### config.mk
export PLATFORM = sky130hd
export DESIGN_NAME = qcmdpc_bitflip_dec
export DESIGN_NICKNAME = d
export VERILOG_FILES = /design/src/rtl/qcmdpc_pkg.sv /design/src/rtl/qcmdpc_popcnt.sv /design/src/rtl/qcmdpc_zero_tree.sv /design/src/rtl/qcmdpc_bitflip_dec.sv
export SDC_FILE = /design/constraint.sdc
export NUM_CORES = 1
export LEC_CHECK = 0
export ABC_AREA = 1
export CAP_MARGIN = 25
export CORE_ASPECT_RATIO = 1.1
export CORE_MARGIN = 8
export CORE_UTILIZATION = 47
export CTS_BUF_LIST = sky130_fd_sc_hd__clkbuf_8 sky130_fd_sc_hd__clkbuf_16
export DETAILED_ROUTE_END_ITERATION = 10
export PLACE_DENSITY_LB_ADDON = 0.2
export SKIP_CTS_REPAIR_TIMING = 1
export SLEW_MARGIN = 20
export SYNTH_ARGS = -nofsm -noshare
export SYNTH_HDL_FRONTEND = slang
export SYNTH_SLANG_ARGS = --single-unit
### constraint.sdc
create_clock -name clk -period 3.4 [get_ports clk]
set_clock_uncertainty 0.05 [all_clocks]
set_input_delay 0.85 -clock clk [delete_from_list [all_inputs] [get_ports clk]]
set_output_delay 0.85 -clock clk [all_outputs]
set_load 0.02 [all_outputs]
### src/rtl/qcmdpc_pkg.sv
package qcmdpc_pkg;
   typedef enum logic [2:0] {
      ST_IDLE,
      ST_SYN,
      ST_ZCHK,
      ST_FLIP,
      ST_DONE
   } dec_state_e;
endpackage

### src/rtl/qcmdpc_popcnt.sv
module qcmdpc_popcnt #(
   parameter int W  = 24,
   parameter int CW = $clog2(W + 1)
) (
   input  logic          clk,
   input  logic [W-1:0]  vec_i,
   output logic [CW-1:0] cnt_o
);
   localparam int NC = (W + 5) / 6;

   logic [NC*6-1:0] pad;
   logic [2:0]      part_q [NC];
   logic [CW-1:0]   sum;

   always_comb begin
      pad = '0;
      pad[W-1:0] = vec_i;
   end

   for (genvar g = 0; g < NC; g++) begin : g_chunk
      always_ff @(posedge clk)
         part_q[g] <= 3'($countones(pad[g*6 +: 6]));
   end

   always_comb begin
      sum = '0;
      for (int i = 0; i < NC; i++)
         sum = sum + CW'(part_q[i]);
   end

   always_ff @(posedge clk)
      cnt_o <= sum;
endmodule

### src/rtl/qcmdpc_zero_tree.sv
module qcmdpc_zero_tree #(
   parameter int W = 24
) (
   input  logic         clk,
   input  logic [W-1:0] vec_i,
   output logic         nz_o
);
   localparam int NG = (W + 35) / 36;

   logic [NG*36-1:0] pad;
   logic [NG-1:0]    grp_q;

   always_comb begin
      pad = '0;
      pad[W-1:0] = vec_i;
   end

   for (genvar g = 0; g < NG; g++) begin : g_grp
      always_ff @(posedge clk)
         grp_q[g] <= |pad[g*36 +: 36];
   end

   always_ff @(posedge clk)
      nz_o <= |grp_q;
endmodule

### src/rtl/qcmdpc_bitflip_dec.sv
module qcmdpc_bitflip_dec
   import qcmdpc_pkg::*;
#(
   parameter int R        = 24,
   parameter int MAX_ITER = 5,
   parameter int TW       = 8,
   parameter logic [MAX_ITER*TW-1:0] THRESH = {8'd2, 8'd2, 8'd2, 8'd3, 8'd3}
) (
   input  logic         clk,
   input  logic         rst_n,
   input  logic         start,
   input  logic [R-1:0] h0_i,
   input  logic [R-1:0] h1_i,
   input  logic [R-1:0] x0_i,
   input  logic [R-1:0] x1_i,
   output logic         done_o,
   output logic         ok_o,
   output logic [R-1:0] pt_o
);
   localparam int CW = $clog2(R + 1);
   localparam int PW = $clog2(R);
   localparam int IW = $clog2(MAX_ITER + 1);

   if (R < 2) begin : g_bad_r
      $error("R must be at least 2");
   end
   if (MAX_ITER < 1) begin : g_bad_iter
      $error("MAX_ITER must be at least 1");
   end
   if (CW > TW) begin : g_bad_tw
      $error("TW too narrow for the count width");
   end

   dec_state_e    st;
   logic [R-1:0]  h0r, h1r, x0r, x1r, syn;
   logic [PW-1:0] pos;
   logic [1:0]    ph;
   logic [IW-1:0] it;
   logic          ok_q;
   logic [CW-1:0] c0, c1;
   logic          nz;
   logic [TW-1:0] thr;
   logic          f0, f1;
   logic          last_pos;

   qcmdpc_popcnt #(.W(R), .CW(CW)) u_pc0 (.clk(clk), .vec_i(syn & h0r), .cnt_o(c0));
   qcmdpc_popcnt #(.W(R), .CW(CW)) u_pc1 (.clk(clk), .vec_i(syn & h1r), .cnt_o(c1));
   qcmdpc_zero_tree #(.W(R)) u_zt (.clk(clk), .vec_i(syn), .nz_o(nz));

   always_comb begin
      thr = '0;
      for (int i = 0; i < MAX_ITER; i++)
         if (it == IW'(i)) thr = THRESH[i*TW +: TW];
   end

   assign f0       = TW'(c0) > thr;
   assign f1       = TW'(c1) > thr;
   assign last_pos = (pos == PW'(R - 1));

   always_ff @(posedge clk) begin
      if (!rst_n) begin
         st   <= ST_IDLE;
         h0r  <= '0;
         h1r  <= '0;
         x0r  <= '0;
         x1r  <= '0;
         syn  <= '0;
         pos  <= '0;
         ph   <= '0;
         it   <= '0;
         ok_q <= 1'b0;
      end else begin
         case (st)
            ST_IDLE: begin
               if (start) begin
                  h0r  <= h0_i;
                  h1r  <= h1_i;
                  x0r  <= x0_i;
                  x1r  <= x1_i;
                  syn  <= '0;
                  pos  <= '0;
                  ph   <= '0;
                  it   <= '0;
                  ok_q <= 1'b0;
                  st   <= ST_SYN;
               end
            end
            ST_SYN: begin
               syn <= syn ^ (x0r[0] ? h0r : '0) ^ (x1r[0] ? h1r : '0);
               h0r <= {h0r[R-2:0], h0r[R-1]};
               h1r <= {h1r[R-2:0], h1r[R-1]};
               x0r <= {x0r[0], x0r[R-1:1]};
               x1r <= {x1r[0], x1r[R-1:1]};
               if (last_pos) begin
                  pos <= '0;
                  ph  <= '0;
                  st  <= ST_ZCHK;
               end else begin
                  pos <= pos + 1'b1;
               end
            end
            ST_ZCHK: begin
               if (ph == 2'd2) begin
                  ph <= '0;
                  if (!nz) begin
                     ok_q <= 1'b1;
                     st   <= ST_DONE;
                  end else if (it == IW'(MAX_ITER)) begin
                     ok_q <= 1'b0;
                     st   <= ST_DONE;
                  end else begin
                     st <= ST_FLIP;
                  end
               end else begin
                  ph <= ph + 1'b1;
               end
            end
            ST_FLIP: begin
               if (ph == 2'd2) begin
                  syn <= syn ^ (f0 ? h0r : '0) ^ (f1 ? h1r : '0);
                  h0r <= {h0r[R-2:0], h0r[R-1]};
                  h1r <= {h1r[R-2:0], h1r[R-1]};
                  x0r <= {x0r[0] ^ f0, x0r[R-1:1]};
                  x1r <= {x1r[0] ^ f1, x1r[R-1:1]};
                  ph  <= '0;
                  if (last_pos) begin
                     pos <= '0;
                     it  <= it + 1'b1;
                     st  <= ST_ZCHK;
                  end else begin
                     pos <= pos + 1'b1;
                  end
               end else begin
                  ph <= ph + 1'b1;
               end
            end
            ST_DONE: st <= ST_IDLE;
            default: st <= ST_IDLE;
         endcase
      end
   end

   assign done_o = (st == ST_DONE);
   assign ok_o   = ok_q;
   assign pt_o   = x0r;
endmodule

==> flow_metrics.env <==
export IMPL_drive_gt1_share_pct=3.919
export IMPL_grt_pass1_wl_mm=46.13
export IMPL_yosysSeqAreaShare_pct=32.14
export IMPL_worstMarginPinSlew_ns=1.019
export IMPL_placedCellCount=1947
export IMPL_critPathArrivalTime_ns=3.28
export IMPL_synth_area_leaders="dfxtp_1 32%, nand2_1 15%, inv_1 8.9%"
export IMPL_setup_tns_ns=0
export IMPL_dieArea_sq_um=27600
export IMPL_grt_pass1_vias=9559
export IMPL_ff2ff_path_depth=13
export IMPL_grt_remaining_overflow=0
export IMPL_powerDensity_nw_per_um2=833.8
export IMPL_criticalPathCategory="reg2reg"
export IMPL_required_ns=3.70
export IMPL_run_status="completed"
export IMPL_cap_violations=0
export IMPL_cts_made_buffers=17
export IMPL_power_frac_comb_pct=47.3
export IMPL_fin_crit_sh_pct=87.42
export IMPL_cts_root_buf="clkbuf_16"
export IMPL_pin_count=125
export IMPL_core_area_sq_um=22110
export IMPL_regArea_sq_um=3403
export IMPL_relSlewSlack_pct=31.98
export IMPL_synthesis_nets=1771
export IMPL_row_count=57
export IMPL_swShare_pct=46.61
export IMPL_synth_top_area_cell="dfxtp_1"
export IMPL_syn_inst=1594
export IMPL_r2r_end="syn[11]"
export IMPL_synthToLayoutAreaGrowth_pct=18.70
export IMPL_io_buffers=124
export IMPL_min_path_type="reg2reg"
export IMPL_timing_fmax_ghz=0.3365
export IMPL_wl_mm=27.65
export IMPL_drt_iter0_drc=708
export IMPL_die_w_um=159.1
export IMPL_power_switching_w=0.004885
export IMPL_worst_path_max_fanout=49
export IMPL_p_clk_share_pct=19.6
export IMPL_finalWorstPathRequiredPeriod_ns=2.972
export IMPL_seq_power_share_pct=33.1
export IMPL_antenna_left=0
export IMPL_first_pass_iters=5
export IMPL_dp_hpwl_mm=19.76
export IMPL_hold_end="u_zt.nz_o"
export IMPL_holdPathStages=0
export IMPL_start_util_pct=47.90
export IMPL_synth_avg_cell_area_sq_um=6.644
export IMPL_ir_worst_vdd_mv=0.5135
export IMPL_reg2reg_from="it[0]"
export IMPL_hold_viol=0
export IMPL_nNetsFinal=1848
export IMPL_die_y_um=173.4
export IMPL_clockBufferDepth=2
export IMPL_vias=10030
export IMPL_clkLatencyLatePin_ns=0.44
export IMPL_track_usage_pct=19.96
export IMPL_rsz0062_at_grt="false"
export IMPL_netlist_area_sq_um=10590
export IMPL_routedWlPerCell_um=13.97
export IMPL_cts_tree="built"
export IMPL_maxSlewViolCount=0
export IMPL_num_fill_cells=2146
export IMPL_place_gp_congestion=0.8299
export IMPL_synth_seq_cells=170
export IMPL_cellLeakagePower_nw=6.120
export IMPL_avgViaCountPerCell=5.068
export IMPL_setup_viol=0
export IMPL_start_kind="flip-flop"
export IMPL_worstSetupEndpointType="flip-flop"
export IMPL_antennaDiodeCount=0
export IMPL_yosys_warnings=0
export IMPL_grt_max_degree=99
export IMPL_antenna_found_initial=0
export IMPL_reg2reg_slack_ns=0.43
export IMPL_p_int_w=0.005596
export IMPL_clkSinkCount=170
export IMPL_ctsHtreeMaxLevel=4
export IMPL_path_clk_slew_ns=0.07
export IMPL_yosysUniqueCellTypes=37
export IMPL_synth_top_area_share_pct=32.14
export IMPL_hp_start="u_zt.grp_q"
export IMPL_multi_input_area_sq_um=5767
export IMPL_drc=0
export IMPL_final_cells=1979
==> per-stage QoR <==
| stage | setup slack [ns] | total power [W] | utilization (%) | hold WS, ns | area (sq um) |
|---|---|---|---|---|---|
| floorplan | 0.8877 | 0.006962 | - | 0.2596 | 10590 |
| global placement | 0.5403 | 0.008324 | 54.10 | 0.2644 | 11960 |
| detailed placement | 0.4621 | 0.008422 | 54.10 | 0.2684 | 11960 |
| CTS | 0.4059 | 0.01051 | 56.86 | 0.3040 | 12570 |
| global route | 0.1848 | 0.01140 | 56.86 | 0.3121 | 12570 |
| finish | 0.4278 | 0.01048 | 56.86 | 0.2975 | 12570 |
==> per-layer routing <==
metal / GRT usage [%] / wire, um / part of all wire [%] / vias up
li1: - / - / - / 5201
met1: 25.30 / 12570 / 45 / 4523
met2: 32.07 / 12480 / 45 / 273
met3: 5.344 / 2107 / 7.6 / 33
met4: 7.238 / 497 / 1.8 / 0
met5: 0 / 0 / 0 / -
==> cells in the mapped netlist, drive strengths merged <==
| master | number |
|---|---|
| or2 | 17 |
| clkbuf | 42 |
| inv | 254 |
| clkinv | 23 |
| nand2 | 424 |
| xor2 | 4 |
| nor4 | 4 |
| a211oi | 1 |
| fa | 28 |
| a21oi | 132 |
| buf | 38 |
| dfxtp | 170 |
| o21ai | 247 |
| o211ai | 1 |
| nand3 | 108 |
| a21o | 1 |
| ha | 50 |
| nor3 | 9 |
| nand3b | 4 |
| nor2 | 22 |
| xnor2 | 10 |
| nand4 | 5 |
==> worst max path at each step <==
stage | startpoint | end | slack (ns) | cells past startpoint
3_5_place_dp | it[0] | syn[16] | 0.46 | 13
5_1_grt | it[0] | syn[1] | 0.18 | 15
4_1_cts | it[0] | syn[11] | 0.41 | 13
2_1_floorplan | it[0] | syn[10] | 0.89 | 14
3_3_place_gp | it[0] | syn[20] | 0.54 | 13
6_report | it[0] | syn[11] | 0.43 | 13
==> cell usage in the layout (no fill, tap or decap), types with 28 or more instances in the layout <==
master / synthesis / layout
nand2_1: 420 / 420
inv_1: 251 / 253
o21ai_0: 181 / 181
dfxtp_1: 170 / 170
a21oi_1: 132 / 132
clkdlybuf4s50_1: 0 / 123
nand3_1: 108 / 108
o21ai_1: 65 / 65
ha_1: 50 / 50
fa_1: 28 / 28
==> power by group through the flow <==
stage / Combinational [W] / Clock (W) / Sequential (W)
5_1_grt: 0.00567 / 0.00217 / 0.00357
3_3_place_gp: 0.00485 / 0 / 0.00348
4_1_cts: 0.00496 / 0.00209 / 0.00345
3_5_place_dp: 0.00493 / 0 / 0.00349
2_1_floorplan: 0.00357 / 0 / 0.00339
6_report: 0.00495 / 0.00206 / 0.00347
==> layout make-up <==
type / count / area share (%)
clock buffers: 17 / 3.384
inverters: 277 / 8.271
clock inverters: 15 / 1.473
flip-flops and latches: 170 / 27.07
multi-input cells: 1067 / 45.87
repair buffers: 138 / 10.99
well taps: 295 / 2.936
==> worst max-delay path, stage by stage, from the launching register on <==
cell,delay (ns)
dfxtp_1,0.34
ha_1,0.20
ha_1,0.17
a21o_1,0.16
a211oi_1,0.38
ha_1,0.34
nand2_1,0.08
nand2_1,0.06
nand2_1,0.05
buf_4,0.47
nand3_1,0.17
nand3_1,0.12
nand3_1,0.09
a21oi_1,0.18
==> logic make-up after synthesis <==
logic type	after synthesis	synth area share, %
simple gates	593	23.85
compound gates	382	18.16
buf+inv	357	13.49
flops	170	32.14
fa+ha+maj	78	11.20
xor+xnor	14	1.158
==> flip-flops by register name (all words and copies together), names as in the netlist, 2 cells and up <==
name,cells
h0r,24
h1r,24
pt_o,24
syn,24
x1r,24
u_pc0.part_q,12
u_pc1.part_q,12
pos,5
u_pc0.cnt_o,5
u_pc1.cnt_o,5
it,3
st,3
ph,2
(Power assumes the default switching activity.)
